File: src/rtl/hazard_pkg.sv
package hazard_pkg;

    typedef enum logic [1:0] {
        FWD_RF  = 2'b00,
        FWD_WB  = 2'b01,
        FWD_MEM = 2'b10
    } fwd_sel_t;

    typedef enum logic {
        ST_FLOW = 1'b0,
        ST_HELD = 1'b1
    } ilk_state_t;

endpackage

File: src/rtl/fwd_operand_sel.sv
module fwd_operand_sel
    import hazard_pkg::*;
#(
    parameter int AW = 5
) (
    input  logic [AW-1:0] src,
    input  logic [AW-1:0] mem_rd,
    input  logic          mem_we,
    input  logic [AW-1:0] wb_rd,
    input  logic          wb_we,
    output fwd_sel_t      sel
);
    localparam logic [AW-1:0] ZERO_REG = '0;

    logic mem_hit;
    logic wb_hit;

    assign mem_hit = mem_we && (mem_rd != ZERO_REG) && (mem_rd == src);
    assign wb_hit  = wb_we  && (wb_rd  != ZERO_REG) && (wb_rd  == src);

    // Younger (memory-stage) result takes priority over write-back.
    always_comb begin
        if (mem_hit)     sel = FWD_MEM;
        else if (wb_hit) sel = FWD_WB;
        else             sel = FWD_RF;
    end
endmodule

File: src/rtl/load_use_detect.sv
module load_use_detect #(
    parameter int AW = 5
) (
    input  logic [AW-1:0] id_rs,
    input  logic [AW-1:0] id_rt,
    input  logic [AW-1:0] ex_rd,
    input  logic          ex_we,
    input  logic          ex_is_load,
    output logic          hit
);
    localparam logic [AW-1:0] ZERO_REG = '0;

    logic producer_ok;

    assign producer_ok = ex_is_load && ex_we && (ex_rd != ZERO_REG);
    assign hit = producer_ok && ((ex_rd == id_rs) || (ex_rd == id_rt));
endmodule

File: src/rtl/interlock_fsm.sv
module interlock_fsm
    import hazard_pkg::*;
(
    input  logic clk,
    input  logic rst_n,
    input  logic hit,
    output logic stall,
    output logic bubble
);
    ilk_state_t state_q;
    ilk_state_t state_d;

    always_comb begin
        state_d = state_q;
        unique case (state_q)
            ST_FLOW: if (hit) state_d = ST_HELD;
            ST_HELD: state_d = ST_FLOW;
            default: state_d = ST_FLOW;
        endcase
    end

    always_ff @(posedge clk) begin
        if (!rst_n) state_q <= ST_FLOW;
        else        state_q <= state_d;
    end

    always_comb begin
        stall  = 1'b0;
        bubble = 1'b0;
        unique case (state_q)
            ST_FLOW: begin
                stall  = hit && rst_n;
                bubble = hit && rst_n;
            end
            ST_HELD: begin
                stall  = 1'b0;
                bubble = 1'b0;
            end
            default: begin
                stall  = 1'b0;
                bubble = 1'b0;
            end
        endcase
    end
endmodule

File: src/rtl/hazard_unit.sv
module hazard_unit
    import hazard_pkg::*;
#(
    parameter int AW = 5
) (
    input  logic          clk,
    input  logic          rst_n,
    input  logic [AW-1:0] id_rs,
    input  logic [AW-1:0] id_rt,
    input  logic [AW-1:0] ex_rs,
    input  logic [AW-1:0] ex_rt,
    input  logic [AW-1:0] ex_rd,
    input  logic          ex_we,
    input  logic          ex_is_load,
    input  logic [AW-1:0] mem_rd,
    input  logic          mem_we,
    input  logic [AW-1:0] wb_rd,
    input  logic          wb_we,
    output logic [1:0]    fwd_a_sel,
    output logic [1:0]    fwd_b_sel,
    output logic          stall,
    output logic          bubble
);
    localparam int NUM_OPS = 2;

    logic [AW-1:0] ex_src [NUM_OPS];
    fwd_sel_t      op_sel [NUM_OPS];
    logic          lu_hit;

    assign ex_src[0] = ex_rs;
    assign ex_src[1] = ex_rt;

    for (genvar g = 0; g < NUM_OPS; g++) begin : g_op
        fwd_operand_sel #(.AW(AW)) u_sel (
            .src    (ex_src[g]),
            .mem_rd (mem_rd),
            .mem_we (mem_we),
            .wb_rd  (wb_rd),
            .wb_we  (wb_we),
            .sel    (op_sel[g])
        );
    end

    assign fwd_a_sel = op_sel[0];
    assign fwd_b_sel = op_sel[1];

    load_use_detect #(.AW(AW)) u_lud (
        .id_rs      (id_rs),
        .id_rt      (id_rt),
        .ex_rd      (ex_rd),
        .ex_we      (ex_we),
        .ex_is_load (ex_is_load),
        .hit        (lu_hit)
    );

    interlock_fsm u_fsm (
        .clk    (clk),
        .rst_n  (rst_n),
        .hit    (lu_hit),
        .stall  (stall),
        .bubble (bubble)
    );
endmodule

File: config.mk
export PLATFORM = sky130hd
export DESIGN_NAME = hazard_unit
export DESIGN_NICKNAME = d
export VERILOG_FILES = /design/src/rtl/hazard_pkg.sv /design/src/rtl/fwd_operand_sel.sv /design/src/rtl/load_use_detect.sv /design/src/rtl/interlock_fsm.sv /design/src/rtl/hazard_unit.sv
export SDC_FILE = /design/constraint.sdc
export NUM_CORES = 1
export LEC_CHECK = 0
export CAP_MARGIN = 20
export CORE_MARGIN = 10
export CORE_UTILIZATION = 28
export DETAILED_ROUTE_END_ITERATION = 10
export MAX_ROUTING_LAYER = met4
export PLACE_DENSITY = 0.79
export REMOVE_ABC_BUFFERS = 1
export SYNTH_ARGS = -nofsm -noshare
export SYNTH_HDL_FRONTEND = slang
export SYNTH_SLANG_ARGS = --single-unit
export TNS_END_PERCENT = 100
File: constraint.sdc
create_clock -name clk -period 1.9 [get_ports clk]
set_clock_uncertainty 0.2 [all_clocks]
set_input_delay 0.19 -clock clk [delete_from_list [all_inputs] [get_ports clk]]
set_output_delay 0.19 -clock clk [all_outputs]
set_load 0.02 [all_outputs]
# Yosys cells after proc, flatten, opt, wreduce, memory -nomap -nowiden
# Index checks and enable logic that the tools add are counted.
# op_classes
n_bitwise	1
n_eq_ne	6
n_reduce_logical	14
n_mux	7
# op_table
op	count
equality test 5 bit	6
nonzero test 5 bit	3
logical AND 1 bit	10
2-to-1 mux 2 bit	2
case mux 1 bit (2 select lines)	2
2-to-1 mux 1 bit	3
logical OR 1 bit	1
NOT 1 bit	1
# word_totals
input_bits	41
word_cells	29
register_bits	1
output_inout_bits	6

# Depth between registers and ports, before layout
# Gate-level depths: netlist of run 1.
# depth
depth_word	5
mapped_depth	5
ltp_nobuf	4

# Cells and area by module
# From an unflattened synthesis of run 1, not the netlist that was laid out.
# hier_totals
hier_cells	63
hier_area_um2	495.5
# modules_own_cells
module	area_per_inst_um2	cells_per_inst	instances	seq_area_each_um2
fwd_operand_sel	158.9	21	2	0.0
load_use_detect	132.6	17	1	0.0
interlock_fsm	45.0	4	1	20.0

# Least setup slack after synthesis of run 1
# Ideal clock, no wire load.
# synth_path
path_type	input -> output
startpoint	input ex_rd[1]
endpoint	output stall
path_stages	5
path_buffers	1
required_ns	1.510
t_arrival_ns	1.561
setup_slack_ns	-0.051
path_cell_list	xor2_1 -> nor3_1 -> nand3_1 -> a221oi_1 -> buf_4
# synth_via
elab_chain_cells	5
elab_cells_between_ends	8
classes_between	2 x eq/ne; 1 x mux; 5 x reduce/logical
# synth_lines
element	line	rtl
start: declaration	hazard_unit.sv:12	input logic [AW-1:0] ex_rd,
equality test 5 bit / nonzero test 5 bit (equally long branches)	load_use_detect.sv:16, load_use_detect.sv:15	
logical OR 1 bit / logical AND 1 bit (equally long branches)	load_use_detect.sv:16, load_use_detect.sv:15	
logical AND 1 bit (*)	load_use_detect.sv:16	assign hit = producer_ok && ((ex_rd == id_rs) || (ex_rd == id_rt));
logical AND 1 bit (*)	--	
case mux 1 bit (2 select lines) (*)	--	
end: declaration	hazard_unit.sv:21	output logic stall,
# Mark *: on every way between the ends. The rest lies on a longest branch, timed or not.

# Final worst setup path of run 1
# layout_path
startpoint	input mem_rd[4]
endpoint	output fwd_b_sel[0]
# layout_via
elab_chain_cells	4
elab_cells_between_ends	5
classes_between	1 x eq/ne; 1 x mux; 3 x reduce/logical
# layout_lines
element	line	rtl
start: declaration	hazard_unit.sv:15	input logic [AW-1:0] mem_rd,
nonzero test 5 bit	fwd_operand_sel.sv:18	assign mem_hit = mem_we && (mem_rd != ZERO_REG) && (mem_rd == src);
logical AND 1 bit	fwd_operand_sel.sv:18	
logical AND 1 bit (*)	fwd_operand_sel.sv:18	
2-to-1 mux 2 bit (*)	fwd_operand_sel.sv:23	if (mem_hit) sel = FWD_MEM;
end: declaration	hazard_unit.sv:20	output logic [1:0] fwd_b_sel,
# Marked as above.

==> results of run 1 <==
[repair_timing]
action / 4_1_cts / 5_1_grt
resized for setup: 109 / 13
pin swaps: 19 / 8
endpoints found under the setup margin: 6 / 4
buffers inserted: 1 / 1
hold buffers: 0 / 0
[routing by layer]
| layer | track usage, % | part of all wire, % | up-vias |
|---|---|---|---|
| met2 | 27.4 | 63 | 9 |
| met5 | - | 0 | - |
| li1 | - | - | 326 |
| met3 | 0.212 | 0.75 | 2 |
| met4 | 2.56 | 0.83 | 0 |
| met1 | 14.0 | 35 | 321 |
[power groups by stage]
stage	combinational [mW]	clock (mW)	sequential, mW
floorplan	0.0605	0	0.0217
global placement	0.206	0	0.0217
detailed placement	0.213	0	0.0217
CTS	0.219	0	0.0217
global route	0.240	0	0.0217
finish	0.227	0	0.0217
[layout make-up]
class | count | area (µm²) | area share [%]
repair buffers | 69 | 566 | 50.5
well taps | 16 | 20.0 | 1.79
flip-flops and latches | 1 | 20.0 | 1.79
multi-input cells | 51 | 514 | 45.9
[cells in the mapped netlist]
cell type	n	area share [%]
xnor2_1	10	20
nor2_1	1	0.84
buf_4	3	5.0
o21ai_1	2	2.2
nor4_1	2	2.8
nor4_2	2	5.6
nand3_1	4	4.5
dfxtp_1	1	4.5
nor3_1	3	3.4
nand4b_1	1	2.0
xor2_1	20	39
a221oi_1	2	3.9
or4_1	4	6.7
[worst max-delay path, stage by stage]
cell     delay (ns)
buf_6          0.09
or4_4          0.54
o21ai_4        0.20
nor4_4         0.08
nor4_4         0.27
buf_4          0.18
[per-stage QoR]
stage,cell area (µm²),total power [mW],hold WS (ns),std cells
after floorplan,425,0.0821,0.171,52
after global placement,1060,0.228,0.402,135
after detailed placement,1060,0.235,0.411,135
after CTS,1100,0.241,0.435,136
after global routing,1120,0.262,0.480,137
final,1120,0.248,0.432,137
[final timing paths]
path | startpoint | to | slack (ns) | cells past startpoint
worst min-delay path | u_fsm.state_q$_SDFF_PP0_ | u_fsm.state_q$_SDFF_PP0_ | 0.43 | 3
worst max register to register | u_fsm.state_q$_SDFF_PP0_ | u_fsm.state_q$_SDFF_PP0_ | 0.76 | 3
worst min register to register | u_fsm.state_q$_SDFF_PP0_ | u_fsm.state_q$_SDFF_PP0_ | 0.43 | 3
worst max-delay path | mem_rd[4] | fwd_b_sel[0] | -0.05 | 6
[cell families after synthesis]
group,count (synthesis),synth area share (%)
flops,1,4.47
buf+inv,3,5.03
simple gates,17,25.7
compound gates,4,6.15
xor+xnor,30,58.7
==> flow_metrics.tcl, run 1 <==
set metrics [dict create \
    relSlewSlack_pct 77.5 \
    antenna_found_initial 0 \
    overflow 0 \
    pre_cts_slack_ns -0.843 \
    grt_pass1_wl_um 3780 \
    period_needed_ns 1.95 \
    p_clk_share_pct 0 \
    cp.arrival_ns 1.56 \
    antennaDiodeCount 0 \
    p_switching_mw 0.0985 \
    largest_reg_flops 1 \
    die_h_um 60.0 \
    final_cell_mix "26 x buf_4, 19 x xor2_1, 13 x dlygate4sd2_1" \
    maxSlewViolCount 0 \
    final_core_util_pct 74.3 \
    finalWirelength_um 2540 \
    grt_pass1_vias 741 \
    finalSetupViolations 2 \
    top_register "u_fsm.state_q" \
    layout.nets 164 \
    seqPwrFrac_pct 8.7 \
    synth_area_per_cell_um2 8.14 \
    hold_path_class "reg2reg" \
    p_leak_nw 0.502 \
    place.gp.congestion 0.793 \
    drt_iter0_markers 6 \
    drive_gt1_share_pct 47.1 \
    die_x_um 60.0 \
    avgRoutedWirePerCell_um 18.5 \
    netlist_instances 55 \
    intPower_mw 0.150 \
    synth_area_um2 448 \
    ir_drop_v 0.000167 \
    yosysUniqueCellTypes 13 \
    ys.warnings.count 0 \
    grt_max_degree 4 \
    start_util_pct 29.7 \
    rsz0062_at_grt "yes" \
    setup_slack_ns -0.0505 \
    status "finished, violations left" \
    worst_pin_slew_ns 0.335 \
    ant_nets 0 \
    path_class "in2out" \
    num_io_pins 47 \
    combPwrFrac_pct 91.3 \
    vias 658 \
    nFillCells 120 \
    dr.pass1.iters 4 \
    vias_per_cell 4.80 \
    p_per_area_nw_per_um2 222 \
    fmaxAchievable_mhz 513 \
    worstPathRequired_ns 1.51 \
    synth-seq-cells 1 \
    dp_hpwl_um 2180 \
    core_um2 1510 \
    portBuffers 46 \
    p_sw_share_pct 39.6 \
    num_rows 14 \
    critPathLaunchType "input pin" \
    die_area_um2 3600 \
    final_common_cell "buf_4" \
    clkSlewWorstSetupHoldPaths_ns 0 \
    min_period_over_period_pct 103 \
    drc 0 \
    reg_top3 "u_fsm.state_q (1)" \
    fin_tns_setup_ns -0.0830 \
    violations "setup timing" \
    hold_violations 0 \
    insertion_delay_ns 0 \
    area_growth_pct 150 \
    track_usage_pct 13.6 \
    crit_path_max_fanout 2 \
    maxCapViolations 0 \
    end_kind "primary output" \
    synth_seq_area_share_pct 4.47 \
]
Note: power is estimated with default switching activity, not from simulation.
==> run 2, diff against run 1 <==
--- a/config.mk
+++ b/config.mk
@@ -5,6 +5,7 @@
 export SDC_FILE = /design/constraint.sdc
 export NUM_CORES = 1
 export LEC_CHECK = 0
+export ABC_AREA = 0
 export CAP_MARGIN = 20
 export CORE_MARGIN = 10
 export CORE_UTILIZATION = 28
==> results of run 2 <==
No change in the layout: final DEF, timing and power equal those of run 1.
